[config.mk]
export PLATFORM = sky130hd
export DESIGN_NAME = wave_mask_ctrl
export DESIGN_NICKNAME = d
export VERILOG_FILES = /design/src/rtl/wmc_pkg.sv /design/src/rtl/wmc_mask_stack.sv /design/src/rtl/wmc_penalty_timer.sv /design/src/rtl/wmc_lane_slice.sv /design/src/rtl/wave_mask_ctrl.sv
export SDC_FILE = /design/constraint.sdc
export NUM_CORES = 2
export LEC_CHECK = 0
export BUFFER_PORTS_ARGS = -buffer_cell sky130_fd_sc_hd__buf_2
export CORE_MARGIN = 8
export CORE_UTILIZATION = 44
export CTS_BUF_LIST = sky130_fd_sc_hd__clkbuf_8 sky130_fd_sc_hd__clkbuf_16
export DETAILED_ROUTE_END_ITERATION = 12
export GPL_ROUTABILITY_DRIVEN = 0
export PLACE_DENSITY = 0.67
export SLEW_MARGIN = 30
export SYNTH_ARGS = -nofsm -noshare
export SYNTH_HDL_FRONTEND = slang
export SYNTH_HIERARCHICAL = 1
export SYNTH_SLANG_ARGS = --single-unit
[constraint.sdc]
create_clock -name clk -period 21.2 [get_ports clk]
set_clock_uncertainty 0.1 [all_clocks]
set_input_delay 6.36 -clock clk [delete_from_list [all_inputs] [get_ports clk]]
set_output_delay 6.36 -clock clk [all_outputs]
set_load 0.03 [all_outputs]
[src/rtl/wmc_pkg.sv]
package wmc_pkg;
    typedef enum logic [1:0] {
        OP_NONE  = 2'd0,
        OP_OPEN  = 2'd1,
        OP_SWAP  = 2'd2,
        OP_CLOSE = 2'd3
    } wmc_op_e;
endpackage

[src/rtl/wmc_mask_stack.sv]
module wmc_mask_stack #(
    parameter int W     = 64,
    parameter int DEPTH = 8
) (
    input  logic         clk,
    input  logic         rst_n,
    input  logic         push,
    input  logic         pop,
    input  logic [W-1:0] push_outer,
    input  logic [W-1:0] push_taken,
    output logic [W-1:0] top_outer,
    output logic [W-1:0] top_taken,
    output logic         empty,
    output logic         full
);
    localparam int SW = $clog2(DEPTH + 1);
    localparam int AW = (DEPTH > 1) ? $clog2(DEPTH) : 1;

    logic [W-1:0]  outer_mem [DEPTH];
    logic [W-1:0]  taken_mem [DEPTH];
    logic [SW-1:0] sp_d, sp_q;
    logic [SW-1:0] top_idx;

    assign empty   = (sp_q == '0);
    assign full    = (sp_q == SW'(DEPTH));
    assign top_idx = empty ? '0 : sp_q - 1'b1;
    assign top_outer = outer_mem[top_idx[AW-1:0]];
    assign top_taken = taken_mem[top_idx[AW-1:0]];

    always_comb begin
        sp_d = sp_q;
        if (push && !full)
            sp_d = sp_q + 1'b1;
        else if (pop && !empty)
            sp_d = sp_q - 1'b1;
    end

    always_ff @(posedge clk) begin
        if (!rst_n) sp_q <= '0;
        else        sp_q <= sp_d;
    end

    always_ff @(posedge clk) begin
        if (push && !full) begin
            outer_mem[sp_q[AW-1:0]] <= push_outer;
            taken_mem[sp_q[AW-1:0]] <= push_taken;
        end
    end
endmodule

[src/rtl/wmc_penalty_timer.sv]
module wmc_penalty_timer #(
    parameter int PENALTY = 40
) (
    input  logic clk,
    input  logic rst_n,
    input  logic start,
    output logic busy
);
    localparam int CW = $clog2(PENALTY + 1);

    logic [CW-1:0] cnt_d, cnt_q;

    assign busy = (cnt_q != '0);

    always_comb begin
        cnt_d = cnt_q;
        if (start)     cnt_d = CW'(PENALTY);
        else if (busy) cnt_d = cnt_q - 1'b1;
    end

    always_ff @(posedge clk) begin
        if (!rst_n) cnt_q <= '0;
        else        cnt_q <= cnt_d;
    end
endmodule

[src/rtl/wmc_lane_slice.sv]
module wmc_lane_slice #(
    parameter int LANES    = 16,
    parameter int QUARTERS = 4
) (
    input  logic [LANES*QUARTERS-1:0]    mask,
    input  logic [$clog2(QUARTERS)-1:0]  sel,
    input  logic                         blank,
    output logic [LANES-1:0]             slice
);
    logic [LANES-1:0] parts [QUARTERS];

    for (genvar q = 0; q < QUARTERS; q++) begin : g_part
        assign parts[q] = mask[q*LANES +: LANES];
    end

    assign slice = blank ? '0 : parts[sel];
endmodule

[src/rtl/wave_mask_ctrl.sv]
module wave_mask_ctrl #(
    parameter int LANES    = 16,
    parameter int QUARTERS = 4,
    parameter int DEPTH    = 8,
    parameter int PENALTY  = 40
) (
    input  logic                                clk,
    input  logic                                rst_n,
    input  logic                                cmd_valid,
    input  logic [1:0]                          cmd_op,
    input  logic [LANES*QUARTERS-1:0]           cmd_cond,
    output logic [LANES-1:0]                    issue_mask,
    output logic [$clog2(QUARTERS)-1:0]         issue_quarter,
    output logic                                busy,
    output logic                                skip,
    output logic                                err
);
    import wmc_pkg::*;

    localparam int W  = LANES * QUARTERS;
    localparam int QW = $clog2(QUARTERS);

    typedef struct packed {
        logic [W-1:0]  mask;
        logic [QW-1:0] quarter;
        logic          err;
    } ctrl_t;

    ctrl_t        st_d, st_q;
    logic         push, pop, start;
    logic [W-1:0] top_outer, top_taken, swap_mask;
    logic         stk_empty, stk_full;
    wmc_op_e      op;

    assign op = wmc_op_e'(cmd_op);

    wmc_mask_stack #(.W(W), .DEPTH(DEPTH)) u_stack (
        .clk        (clk),
        .rst_n      (rst_n),
        .push       (push),
        .pop        (pop),
        .push_outer (st_q.mask),
        .push_taken (st_q.mask & cmd_cond),
        .top_outer  (top_outer),
        .top_taken  (top_taken),
        .empty      (stk_empty),
        .full       (stk_full)
    );

    wmc_penalty_timer #(.PENALTY(PENALTY)) u_timer (
        .clk   (clk),
        .rst_n (rst_n),
        .start (start),
        .busy  (busy)
    );

    wmc_lane_slice #(.LANES(LANES), .QUARTERS(QUARTERS)) u_slice (
        .mask  (st_q.mask),
        .sel   (st_q.quarter),
        .blank (busy),
        .slice (issue_mask)
    );

    assign swap_mask = top_outer & ~top_taken;

    always_comb begin
        st_d  = st_q;
        push  = 1'b0;
        pop   = 1'b0;
        start = 1'b0;
        if (!busy)
            st_d.quarter = QW'(st_q.quarter + 1'b1);
        if (cmd_valid && !busy) begin
            case (op)
                OP_OPEN: begin
                    if (stk_full) st_d.err = 1'b1;
                    else begin
                        push      = 1'b1;
                        st_d.mask = st_q.mask & cmd_cond;
                    end
                end
                OP_SWAP: begin
                    if (stk_empty) st_d.err = 1'b1;
                    else begin
                        st_d.mask = swap_mask;
                        start = (top_taken != '0) && (swap_mask != '0);
                    end
                end
                OP_CLOSE: begin
                    if (stk_empty) st_d.err = 1'b1;
                    else begin
                        pop       = 1'b1;
                        st_d.mask = top_outer;
                    end
                end
                default: ;
            endcase
        end
    end

    always_ff @(posedge clk) begin
        if (!rst_n) begin
            st_q.mask    <= '1;
            st_q.quarter <= '0;
            st_q.err     <= 1'b0;
        end else begin
            st_q <= st_d;
        end
    end

    assign issue_quarter = st_q.quarter;
    assign skip          = (st_q.mask == '0);
    assign err           = st_q.err;
endmodule

==> results.md <==
| Result | Value |
|---|---|
| Arrival time at the worst endpoint | 10,700 ps |
| Layout Utilization | 0.495 |
| Commonest non-fill, non-tap cell in the layout | edfxtp_1 |
| Area growth from synthesis to layout | 11.8% |
| Hpwl dp | 69.1 mm |
| Transition at the pin with the smallest max-transition slack | 1030 ps |
| Areal power density over the cells | 97.2 nW/um2 |
| Count of H-tree levels built during CTS | 3 |
| Yosys warning total | 6 |
| Type of element launching the critical path | primary input |
| Tightest slew margin relative to the limit | 0.308 |
| Setup repair after global routing missed its margin | no |
| Number of ports placed on the die boundary | 90 |
| Number of global-route vias before repair | 23.9k |
| Clock latency on the worst-skew pair | 690 ps |
| Count of hold buffers inserted by post-cts repair | 0 |
| Violation count after the first detailed-routing iteration | 2,848 |
| Hold Crit Class | reg2reg |
| Critical path start-end classification | in2reg |
| # rows | 116 |
| Clock tree from TritonCTS | done |
| Final net count | 2,636 |
| Result of the run | completed |
| Deepest clock path buffer count | 3 |
| Final wirelength | 114 mm |
| Placed standard-cell area | 46,100 um2 |
| Via density | 6.13 |
| Element type at the critical path end | register |
| Min setup slack post-route | 10,690 ps |
| Via count of the routed design | 24.2k |
| Antenna Nets Post-Route | 0 |
| Instance count after placement with tap cells included | 3,753 |
| Ys flop type | edfxtp_1 |
| Maximum fanout along the worst path | 56 |
| Root Buffer | clkbuf_16 |
| Register bit total from synthesis | 1,101 |
| Initial standard-cell utilization of the core | 0.443 |
| Maximum number of pins on one net before global-route repair | 129 |
| Average wire per cell in the routed design | 28.8 um |
| Net count of the mapped netlist | 2,538 |
| Worst-case vdd ir drop | 0.128 mV |
| Initial antenna violation count | 7 |
| Post-cts repair resize count | 0 |
| GRT overflow | 0 |
| Port Buffers | 89 |
| Post-CTS setup buffers | 0 |
| Final Hold Violating Endpoints | 0 |
| Global-route wire length before repair | 165 mm |
| Die footprint | 111,000 um2 |
| Leading cell types in the layout, fill and taps excluded | edfxtp_1, inv_1, mux2i_1 |
| Mapped Avg Cell Area | 18.0 um2 |
| Mapped Cells | 2,465 |
| Leakage power of the design | 0.0157 uW |
| Clock sink total | 1,101 |
| Area taken by flip-flops and latches | 32,300 um2 |
| Total DRC errors in the routed layout | 0 |
| Die W | 333 um |
| Worst slack, placed | 9750 ps |
| Total negative setup slack | 0 ps |
| Final instance area | 49,500 um2 |
| Max-slew violations | 0 |
| Total global routing track utilization | 0.198 |
| Non-filler cells, final | 3,949 |
| Maximum achievable frequency | 95.2 MHz |
| Number of enable flip-flop cells after synthesis | 1,024 |
| Die height | 333 um |
| Total standard cell area after synthesis | 44,300 um2 |
| Sequential share of the synthesized area | 0.729 |
| Fraction of final layout cells sized beyond drive strength 1 | 0.137 |
| Core region area | 100,000 um2 |
| Period utilization | 0.496 |
| Count of endpoints failing setup in the final report | 0 |
| Pre-antenna DRT Iters | 5 |
| Count of maximum capacitance violations | 0 |
| Number of buffers added by the clock tree synthesis step | 105 |
| Min Tclk post-route | 10,510 ps |
| Clock transition at the registers of the reported paths | 60 ps |
| # fillers | 7,953 |
| Required time reported for the critical path endpoint | 21,400 ps |
| Library cells used by synthesis | 59 |
| Area used by multi-input combinational logic | 10,700 um2 |
| Share of async-settable or async-resettable flops after synthesis | 0 |
-- layout make-up --
| type | instances | share of cell area |
|---|---|---|
| Clock buffer | 115 | 0.0558 |
| Clock inverter | 78 | 0.0127 |
| Tap cell | 1298 | 0.0328 |
| Multi-Input combinational cell | 1071 | 0.217 |
| Inverter | 137 | 0.0104 |
| Antenna cell | 2 | 0.000101 |
| Sequential cell | 1101 | 0.652 |
| Timing Repair Buffer | 147 | 0.0193 |
-- worst max-delay path, stage by stage --
cell      delay (ps)
buf_2             80
buf_4            480
nand2b_1         260
nor3_2           490
nand2_1          370
nor2_4           780
buf_4            900
buf_4            810
-- logic make-up after synthesis --
| kind of cell | Yosys count | synth area share |
|---|---|---|
| compound gates | 519 | 0.0992 |
| xor+xnor | 5 | 0.000988 |
| fa+ha+maj | 4 | 0.00113 |
| buf+inv | 293 | 0.0314 |
| flops | 1101 | 0.729 |
| mux | 290 | 0.110 |
| simple gates | 253 | 0.0283 |
-- metal layers --
metal | GRT usage | vias to the layer above | wire, um
met2 | 0.311 | 1234 | 52900
met3 | 0.0379 | 209 | 9930
met5 | 0 | - | 41
li1 | - | 10400 | -
met1 | 0.277 | 12400 | 47200
met4 | 0.0691 | 6 | 3650
-- through the flow --
stage	hold slack, ps	power [uW]
after floorplan	452	2830
after global placement	346	3010
after detailed placement	352	3020
after CTS	368	4830
after global routing	398	4950
final	367	4820
-- final timing paths --
path                   startpoint                       end  slack [ps]  cells past startpoint
setup / recovery        cmd_op[0]  u_stack/taken_mem[5][16]       10690                      8
hold / removal                err                       err         370                      1
setup reg to reg  u_stack/sp_q[0]          u_timer/cnt_q[2]       14430                     14
hold reg to reg               err                       err         370                      1
-- Yosys cell counts, types with 2 or more instances --
cell type / n / area, um2
mux4_1: 100 / 2630
buf_6: 17 / 191
xnor2_1: 5 / 43.8
a21boi_0: 2 / 15.0
and3_1: 3 / 18.8
nand2_1: 135 / 507
nor3b_1: 3 / 22.5
a211oi_1: 2 / 15.0
nor2_1: 13 / 48.8
edfxtp_1: 1024 / 30700
nand3_1: 4 / 20.0
o221a_1: 120 / 1350
nor3_1: 5 / 25.0
dfxtp_1: 77 / 1540
a21oi_1: 5 / 25.0
o221a_2: 8 / 90.1
a2bb2oi_1: 128 / 1120
clkbuf_1: 30 / 113
nor4_1: 34 / 213
o21ai_0: 14 / 70.1
o22ai_1: 17 / 106
buf_2: 87 / 435
and4_1: 3 / 26.3
a2111o_1: 5 / 56.3
and2_1: 2 / 12.5
buf_4: 11 / 82.6
nor2b_1: 21 / 131
o21ai_1: 56 / 280
mux4_2: 28 / 631
a22o_1: 5 / 43.8
mux2i_1: 161 / 1610
inv_1: 137 / 514
o211ai_1: 130 / 976
o31a_1: 2 / 17.5
nand2b_1: 10 / 62.6
buf_1: 9 / 33.8
o21a_1: 2 / 15.0
ha_1: 4 / 50.1
a22oi_1: 13 / 97.6
nand4_1: 10 / 62.6
a2111oi_2: 5 / 75.1
-- registers in the layout (all words and copies together) (netlist names) --
name,count
st_q,64
u_stack/sp_q,4
err,1
u_stack/outer_mem,512
issue_quarter,2
u_stack/taken_mem,512
u_timer/cnt_q,6
-- report_power, final --
part,internal [uW],switching [uW]
registers,2420,50.8
logic,149,357
clock network,1040,790
total,3620,1200
(Power assumes the default switching activity.)
